--- config.mk ---
export PLATFORM = sky130hd
export DESIGN_NAME = hb_gate_supervisor
export DESIGN_NICKNAME = d
export VERILOG_FILES = /design/src/rtl/hbgs_pkg.sv /design/src/rtl/hbgs_fault_latch.sv /design/src/rtl/hbgs_gate_logic.sv /design/src/rtl/hbgs_out_reg.sv /design/src/rtl/hb_gate_supervisor.sv
export SDC_FILE = /design/constraint.sdc
export NUM_CORES = 1
export LEC_CHECK = 0
export CAP_MARGIN = 20
export CORE_AREA = 2 2 39 41
export CTS_CLUSTER_SIZE = 12
export DETAILED_ROUTE_END_ITERATION = 8
export DIE_AREA = 0 0 41 43
export PLACE_DENSITY_LB_ADDON = 0.2
export SYNTH_ARGS = -nofsm -noshare
export SYNTH_HDL_FRONTEND = slang
export SYNTH_SLANG_ARGS = --single-unit
--- constraint.sdc ---
create_clock -name clk -period 1.2 [get_ports clk]
set_input_delay 0.12 -clock clk [delete_from_list [all_inputs] [get_ports clk]]
set_output_delay 0.12 -clock clk [all_outputs]
set_load 0.02 [all_outputs]
--- src/rtl/hbgs_pkg.sv ---
package hbgs_pkg;
  localparam int unsigned NUM_GATES = 4;

  typedef struct packed {
    logic pfc;
    logic lo;
    logic hi;
    logic heat;
  } gate_vec_t;

  localparam gate_vec_t GATES_OFF = '{pfc: 1'b0, lo: 1'b0, hi: 1'b0, heat: 1'b0};
endpackage

--- src/rtl/hbgs_fault_latch.sv ---
module hbgs_fault_latch (
  input  logic clk,
  input  logic rst_n,
  input  logic active,
  input  logic uvlo,
  input  logic trip,
  input  logic cmd_lo,
  input  logic cmd_hi,
  output logic fault_nxt,
  output logic fault_q
);
  logic release_ok;

  // Release needs both half-bridge commands idle and the flag gone.
  always_comb begin
    release_ok = ~cmd_lo & ~cmd_hi & ~trip;
    fault_nxt  = fault_q;
    if (uvlo) begin
      fault_nxt = 1'b0;
    end else if (active) begin
      if (trip) begin
        fault_nxt = 1'b1;
      end else if (fault_q && release_ok) begin
        fault_nxt = 1'b0;
      end
    end
  end

  always_ff @(posedge clk or negedge rst_n) begin
    if (!rst_n) begin
      fault_q <= 1'b0;
    end else begin
      fault_q <= fault_nxt;
    end
  end
endmodule

--- src/rtl/hbgs_gate_logic.sv ---
module hbgs_gate_logic
  import hbgs_pkg::*;
(
  input  gate_vec_t cmd,
  input  logic      active,
  input  logic      fault_nxt,
  input  logic      overlap_blank,
  output gate_vec_t gate_nxt,
  output logic      flag_nxt
);
  logic hb_allow;

  always_comb begin
    hb_allow = active & ~fault_nxt & ~overlap_blank;
    gate_nxt = GATES_OFF;
    if (active) begin
      gate_nxt.pfc  = cmd.pfc;
      gate_nxt.heat = cmd.heat;
    end
    gate_nxt.lo = cmd.lo & hb_allow;
    gate_nxt.hi = cmd.hi & hb_allow;
    flag_nxt    = active & fault_nxt;
  end
endmodule

--- src/rtl/hbgs_out_reg.sv ---
module hbgs_out_reg #(
  parameter int unsigned WIDTH = 5
) (
  input  logic             clk,
  input  logic             rst_n,
  input  logic [WIDTH-1:0] d,
  output logic [WIDTH-1:0] q
);
  for (genvar i = 0; i < WIDTH; i++) begin : g_bit
    always_ff @(posedge clk or negedge rst_n) begin
      if (!rst_n) begin
        q[i] <= 1'b0;
      end else begin
        q[i] <= d[i];
      end
    end
  end
endmodule

--- src/rtl/hb_gate_supervisor.sv ---
module hb_gate_supervisor
  import hbgs_pkg::*;
(
  input  logic clk,
  input  logic rst_n,
  input  logic op_mode,
  input  logic uvlo,
  input  logic cmd_pfc,
  input  logic cmd_lo,
  input  logic cmd_hi,
  input  logic cmd_heat,
  input  logic sense_trip,
  output logic gate_pfc,
  output logic gate_lo,
  output logic gate_hi,
  output logic gate_heat,
  output logic fault_out
);
  localparam int unsigned OUT_W = NUM_GATES + 1;

  logic        active;
  logic        overlap_blank;
  logic        fault_nxt;
  logic        fault_q;
  logic        flag_nxt;
  gate_vec_t   cmd;
  gate_vec_t   gate_nxt;
  logic [OUT_W-1:0] out_d;
  logic [OUT_W-1:0] out_q;

  always_comb begin
    active        = op_mode & ~uvlo;
    overlap_blank = cmd_lo & cmd_hi;
    cmd           = '{pfc: cmd_pfc, lo: cmd_lo, hi: cmd_hi, heat: cmd_heat};
  end

  hbgs_fault_latch u_latch (
    .clk       (clk),
    .rst_n     (rst_n),
    .active    (active),
    .uvlo      (uvlo),
    .trip      (sense_trip),
    .cmd_lo    (cmd_lo),
    .cmd_hi    (cmd_hi),
    .fault_nxt (fault_nxt),
    .fault_q   (fault_q)
  );

  hbgs_gate_logic u_gates (
    .cmd           (cmd),
    .active        (active),
    .fault_nxt     (fault_nxt),
    .overlap_blank (overlap_blank),
    .gate_nxt      (gate_nxt),
    .flag_nxt      (flag_nxt)
  );

  assign out_d = {flag_nxt, gate_nxt};

  hbgs_out_reg #(.WIDTH(OUT_W)) u_oreg (
    .clk   (clk),
    .rst_n (rst_n),
    .d     (out_d),
    .q     (out_q)
  );

  assign {fault_out, gate_pfc, gate_lo, gate_hi, gate_heat} = out_q;
endmodule

==> out/metrics.yaml, run 1 <==
sta:
  holdWs_ns: 0.120
  rsz0062_at_grt: "no"
  max_freq_mhz: 892
  final-hold-violation-count: 0
  clock_skew_ns: 0.00330
  relSlewSlack_pct: 82.0
  worst_slack_ns: 0.0787
  setup_viol: 0
  timing.final.crit_share_pct: 93.4
  worstMarginPinSlew_ns: 0.268
  slew_violations: 0
  layout_min_cycle_time_ns: 1.12
detailed_routing:
  drt_iter0_markers: 1
  postRouteAntennaNets: 0
  wl_per_cell_um: 8.67
  dr.max_layer_used: "met3"
  wl_met2_um: 236
  routed_via_density: 3.87
  dr.pass1.iters: 2
  drt-met1-wl_um: 172
  routed_wl_um: 468
  vias: 209
  route.met3.wl_um: 60
  drc: 0
critical_path:
  worstPathArrival_ns: 1.28
  r2r_slack_ns: 0.08
  cp_cell_sequence: "or4b_4 > nor3b_2"
  crit_type: "reg2reg"
  start_kind: "flop"
  slowest_delay_ns: 0.50
  critPathRequiredTime_ns: 1.36
  worst-path-stages: 2
  rr_endpoint: "u_oreg.q[1]$_DFF_PN0_"
  slowest_stage: "or4b_4"
  crit_fanout: 2
  crit_family: "simple AND/OR/NAND/NOR gates"
  crit_buf_inv: 0
  worst-r2r-cell-count: 2
  r2r_start: "u_latch.fault_q$_DFF_PN0_"
  critPathCaptureType: "flop"
synth:
  synth_area_per_cell_sq_um: 12.6
  synth_top_area_cell: "dfrtp_1"
  synth-seq-cells: 6
  synth_cell_type_count: 9
  yosys-top-cells-area: "dfrtp_1 63%, nor3b_2 10%, or4b_4 5.8%, inv_1 4.7%, a21oi_1 4.2%"
  syn-cell-area_sq_um: 239
  yosysTopAreaCellShare_pct: 62.8
  synthCells: 19
  seq_area_frac_synth_pct: 62.8
  syn-num-nets: 28
  synth_warnings: 0
clock_network:
  cts.clk_slew.worst_paths_ns: 0.04
  cts_max_level: 1
  post_cts_buffers: 0
  tritoncts: "done"
  root_buffer: "clkbuf_4"
  cts_buffer_depth: 2
  clock_sinks: 6
  clk_latency_ns: 0.24
  hold_buffers: 0
  cts_buffers: 3
floorplan:
  die_w_um: 41
  die_h_um: 43
  initial_core_util_pct: 17.3
  rows: 14
  core_sq_um: 1380
  ios: 14
  dieArea_sq_um: 1760
placed_design:
  pre_cts_ws_ns: -0.164
  routabilityCongestion: 0.699
  dpl.cell_count: 51
  dp_hpwl_um: 394
  port_buffers: 13
layout:
  diodes: 0
  area_growth_pct: 79.1
  multi_input_area_sq_um: 77.6
  layout_commonest_cell: "clkdlybuf4s50_1"
  layout.nets: 49
  drive_gt1_share_pct: 23.7
  final_cell_mix: "8 x clkdlybuf4s50_1, 6 x dfrtp_1, 5 x dlygate4sd2_1"
  regArea_sq_um: 150
  fill_cells: 154
  final_cells: 54
power:
  power_leakage_nw: 0.220
  irDropWorstVdd_uv: 343
  p_per_area_nw_per_um2: 1090
outcome:
  status: "completed"
job:
  drv_cap: 0
min_path:
  min_path_type: "in2async"
global_routing:
  antenna_found_initial: 0
  grt_pass1_vias: 199
  grt_max_degree: 7
  grt_pass1_wl_um: 814
  track_usage_pct: 8.00
  grt.overflow.total: 0
## metrics by stage
step / power, mW / cell area [sq um] / TNS, ns / util [%]
2_1_floorplan: 0.241 / 239 / 0 / -
3_3_place_gp: 0.295 / 412 / -0.269 / 29.7
3_5_place_dp: 0.298 / 412 / -0.306 / 29.7
4_1_cts: 0.482 / 428 / 0 / 30.9
5_1_grt: 0.508 / 428 / 0 / 30.9
6_report: 0.468 / 428 / 0 / 30.9
## where the power goes
group          switching, mW  internal (mW)  leakage (nW)
Combinational         0.0305         0.0453         0.125
Clock                 0.0651          0.113        0.0138
Sequential           0.00295          0.211        0.0809
## cell type report
| type | instances | share of cell area, % |
|---|---|---|
| clock buffer | 3 | 5.26 |
| inverter | 3 | 2.63 |
| multi-input combinational | 10 | 18.1 |
| sequential | 6 | 35.1 |
| tap | 16 | 4.68 |
| timing repair buffer | 16 | 34.2 |
## registers in the layout, indices dropped and copies added (netlist names)
register / cells
u_oreg.q: 5
u_latch.fault_q: 1
## repair_timing
item                                   in CTS  in global routing
endpoints found under the hold margin       0                  0
cloned                                      0                  0
pin swaps                                   0                  2
setup endpoints to repair                   5                  2
resized for setup                           5                  0
## synthesized netlist by cell type, drive strengths merged
library cell,count
nor3b,2
nor2,2
dfrtp,6
o21ai,1
mux2i,1
or4b,1
inv,3
nand2b,1
a21oi,2
## per-layer routing
| layer | vias up | GRT usage [%] |
|---|---|---|
| met5 | - | 0 |
| met4 | 0 | 8.00 |
| met3 | 0 | 7.85 |
| met2 | 11 | 9.69 |
| met1 | 97 | 6.93 |
| li1 | 101 | - |
## logic make-up (layout without fill, tap and decap cells)
kind of cell    after synthesis  in the layout  synth area share (%)
flops                         6              6                  62.8
buf+inv                       3             22                  4.71
compound gates                3              3                  6.28
mux                           1              1                  4.19
simple gates                  6              6                  22.0
## worst max path at each step
stage | startpoint | end | slack (ns)
6_report | u_latch.fault_q$_DFF_PN0_ | u_oreg.q[1]$_DFF_PN0_ | 0.08
5_1_grt | u_latch.fault_q$_DFF_PN0_ | u_oreg.q[2]$_DFF_PN0_ | 0.01
2_1_floorplan | u_latch.fault_q$_DFF_PN0_ | u_oreg.q[2]$_DFF_PN0_ | 0.05
3_5_place_dp | uvlo | u_oreg.q[2]$_DFF_PN0_ | -0.16
4_1_cts | u_latch.fault_q$_DFF_PN0_ | u_oreg.q[2]$_DFF_PN0_ | 0.002
3_3_place_gp | uvlo | u_oreg.q[2]$_DFF_PN0_ | -0.14
Power figures use the tool's default switching activity.
==> run 2: changes to the inputs <==
--- a/config.mk
+++ b/config.mk
@@ -7,7 +7,6 @@
 export LEC_CHECK = 0
 export CAP_MARGIN = 20
 export CORE_AREA = 2 2 39 41
-export CTS_CLUSTER_SIZE = 12
 export DETAILED_ROUTE_END_ITERATION = 8
 export DIE_AREA = 0 0 41 43
 export PLACE_DENSITY_LB_ADDON = 0.2
==> results of run 2 <==
Same layout as run 1: the final DEF is identical, and so are final timing and power.
==> run 3: changes to the inputs <==
--- a/config.mk
+++ b/config.mk
@@ -5,6 +5,7 @@
 export SDC_FILE = /design/constraint.sdc
 export NUM_CORES = 1
 export LEC_CHECK = 0
+export ABC_AREA = 1
 export CAP_MARGIN = 20
 export CORE_AREA = 2 2 39 41
 export DETAILED_ROUTE_END_ITERATION = 8
==> constraint.sdc (replaced) <==
create_clock -name clk -period 1.2 [get_ports clk]
set_input_delay 0.12 -clock clk [delete_from_list [all_inputs] [get_ports clk]]
set_output_delay 0.12 -clock clk [all_outputs]
set_load 0.1 [all_outputs]
==> run 3 against run 2 <==
Final cell count increased by 11%. Core utilization increased by 3.0 points. Non-clock buffer count decreased by 3. Largest cell class is now non-clock buffers. Critical path depth decreased by 1. Register-to-register slack improved by 0.43 ns. Die area unchanged. Worst setup slack improved by 0.20 ns. Flip-flop and latch count unchanged. Critical path type is now reg2out. Synthesized cell count increased by 47%. Hold slack improved by 0.0015 ns.
==> out/metrics.yaml, run 3 <==
sta:
  relSlewSlack_pct: 81.9  # -0.18 points
  slew_violations: 0  # unchanged
  layout_min_cycle_time_ns: 0.923  # -0.199 ns
  fin_tns_setup_ns: 0  # unchanged
  clock_skew_ns: 0.000535  # -0.00276 ns
  timing.final.crit_share_pct: 76.9  # -17 points
  worstMarginPinSlew_ns: 0.271  # +0.00269 ns
  worst_slack_ns: 0.277  # +0.199 ns
  rsz0062_at_grt: "no"
  holdWs_ns: 0.121  # +0.00148 ns
  setup_viol: 0  # unchanged
  max_freq_mhz: 1080  # +22%
  final-hold-violation-count: 0  # unchanged
synth:
  synth-seq-cells: 6  # unchanged
  synth_flop_cell: "dfrtp_1"
  yosysTopAreaCellShare_pct: 60.9  # -1.9 points
  synth_commonest_cells: "7 x inv_1, 6 x dfrtp_1, 6 x nor2_1, 4 x nand2_1, 2 x a21oi_1"
  synth_warnings: 0  # unchanged
  yosysMostFrequentCell: "inv_1"
  yosys-top-cells-area: "dfrtp_1 61%, inv_1 11%, nor2_1 9.1%, nand2_1 6.1%, a21oi_1 4.1%"
  synth_cell_type_count: 8  # -1
  synth_top_area_cell: "dfrtp_1"
  synth_edf_count: 0  # unchanged
  syn-cell-area_sq_um: 246  # +3.1%
  syn-num-nets: 37  # +32%
  seq_area_frac_synth_pct: 60.9  # -1.9 points
  synth_area_per_cell_sq_um: 8.80  # -30%
  synthCells: 28  # +9
  async_flop_share_pct: 100  # unchanged
global_routing:
  grt_max_degree: 7  # unchanged
  antenna_found_initial: 0  # unchanged
  track_usage_pct: 6.88  # -1.1 points
  grt_pass1_wl_um: 759  # -6.8%
  grt_pass1_vias: 207  # +4.0%
  grt.overflow.total: 0  # unchanged
floorplan:
  die_w_um: 41  # unchanged
  ios: 14  # unchanged
  dieArea_sq_um: 1760  # unchanged
  die_h_um: 43  # unchanged
  core_sq_um: 1380  # unchanged
  initial_core_util_pct: 17.8  # +0.54 points
  rows: 14  # unchanged
layout:
  final_cell_mix: "8 x clkdlybuf4s50_1, 7 x inv_1, 6 x nor2_1, 6 x dfrtp_1, 5 x buf_12"
  largest_reg_flops: 5  # unchanged
  layout.nets: 55  # +12%
  drive_gt1_share_pct: 25.0  # +1.3 points
  area_growth_pct: 90.4
  fill_cells: 144  # -6.5%
  final_area_sq_um: 469  # +9.6%
  diodes: 0  # unchanged
  layout_commonest_cell: "clkdlybuf4s50_1"
  final_cells: 60  # +11%
  reg_top3: "u_oreg.q: 5 flops, u_latch.fault_q: 1 flops"
  top_register: "u_oreg.q"
placed_design:
  port_buffers: 13  # unchanged
  routabilityCongestion: 0.687  # -1.7%
  dpl.cell_count: 57  # +12%
  dp_hpwl_um: 381  # -3.5%
  place_area_sq_um: 447  # +8.5%
  pre_cts_ws_ns: 0.0669  # +0.231 ns
job:
  drv_cap: 0  # unchanged
clock_network:
  root_buffer: "clkbuf_4"
  post_cts_buffers: 0  # unchanged
  cts_buffers: 3  # unchanged
  tritoncts: "done"
  cts_buffer_depth: 2  # unchanged
  clk_latency_ns: 0.24  # about the same
  hold_buffers: 0  # unchanged
  ctsResizeCount: 0  # -5
  cts.clk_slew.worst_paths_ns: 0.04  # about the same
  cts_max_level: 1  # unchanged
  clock_sinks: 6  # unchanged
outcome:
  status: "completed"
critical_path:
  crit_buf_inv: 1  # +1
  rr_endpoint: "u_oreg.q[2]$_DFF_PN0_"
  critPathRequiredTime_ns: 1.08  # -0.28 ns
  crit_family: "flip-flops"
  crit_type: "reg2out"
  worst-path-stages: 1  # -1
  worst-r2r-cell-count: 3  # +1
  critPathCaptureType: "primary output"
  cp_cell_sequence: "buf_12"
  slowest_delay_ns: 0.39  # -0.11 ns
  start_kind: "flop"
  r2r_start: "u_latch.fault_q$_DFF_PN0_"
  slowest_stage: "dfrtp_1"
  crit_fanout: 1  # -1
  worstPathArrival_ns: 0.80  # -0.48 ns
  r2r_slack_ns: 0.51  # +0.43 ns
min_path:
  min_path_type: "in2async"
power:
  irDropWorstVdd_uv: 338  # -1.2%
  power_leakage_nw: 0.236  # +7.3%
  p_per_area_nw_per_um2: 1120  # +2.2%
detailed_routing:
  routed_via_density: 3.82  # -1.4%
  postRouteAntennaNets: 0  # unchanged
  drt_iter0_markers: 2  # +1
  drc: 0  # unchanged
  routed_wl_um: 455  # -2.8%
  vias: 229  # +9.6%
  wl_per_cell_um: 7.58  # -12%
  dr.pass1.iters: 4  # +2
-- run 3: cell count changes after synthesis --
| cell | delta |
|---|---|
| nand2b_1 | -1 |
| nor3b_2 | -2 |
| inv_1 | +4 |
| nor2_1 | +4 |
| mux2i_1 | -1 |
| nor2_2 | +1 |
| nand2_2 | +1 |
| o21ai_1 | -1 |
| or4b_4 | -1 |
| nand2_1 | +4 |
| nand3_2 | +1 |
-- run 3: cell families (layout without fill, tap and decap cells) --
kind of cell           after synthesis  count (layout)  synth area share, %
buffers and inverters                7              23                 10.7
flip-flops                           6               6                 60.9
AND/OR/NAND/NOR                     13              13                 24.4
AO/OA/AOI/OAI                        2               2                 4.06
-- run 3: how the worst max path moves through the flow --
stage                          startpoint                    end
floorplan           u_oreg.q[4]$_DFF_PN0_              fault_out
global placement                  op_mode  u_oreg.q[1]$_DFF_PN0_
detailed placement                op_mode  u_oreg.q[2]$_DFF_PN0_
CTS                 u_oreg.q[3]$_DFF_PN0_               gate_pfc
global route                      op_mode  u_oreg.q[2]$_DFF_PN0_
finish              u_oreg.q[3]$_DFF_PN0_               gate_pfc
-- run 3: layer usage --
layer	up-vias	track usage, %	routed length, um
met5	-	0	0
met4	0	8.00	4
li1	113	-	-
met1	106	7.26	164
met2	8	8.75	246
met3	2	3.14	40
-- run 3: metrics by stage --
step                      total power [mW]  utilization (%)
after floorplan                      0.282                -
after global placement               0.347             32.3
after detailed placement             0.347             32.3
after CTS                            0.538             33.9
after global routing                 0.553             33.9
final                                0.524             33.9
-- run 3: power by group --
group	switching, mW	total, mW	leakage, nW	internal [mW]
Sequential	0.00578	0.217	0.0811	0.211
Clock	0.0686	0.181	0.0138	0.113
Combinational	0.0712	0.126	0.141	0.0545
Total	0.146	0.524	0.236	0.379
-- run 3: area by class of cell --
cell class                 count  area, sq um  area share, %
tap                           16         20.0           4.27
sequential                     6          150           32.0
multi-input combinational     15         70.1           14.9
inverter                       7         26.3           5.60
timing repair buffer          13          180           38.4
clock buffer                   3         22.5           4.80
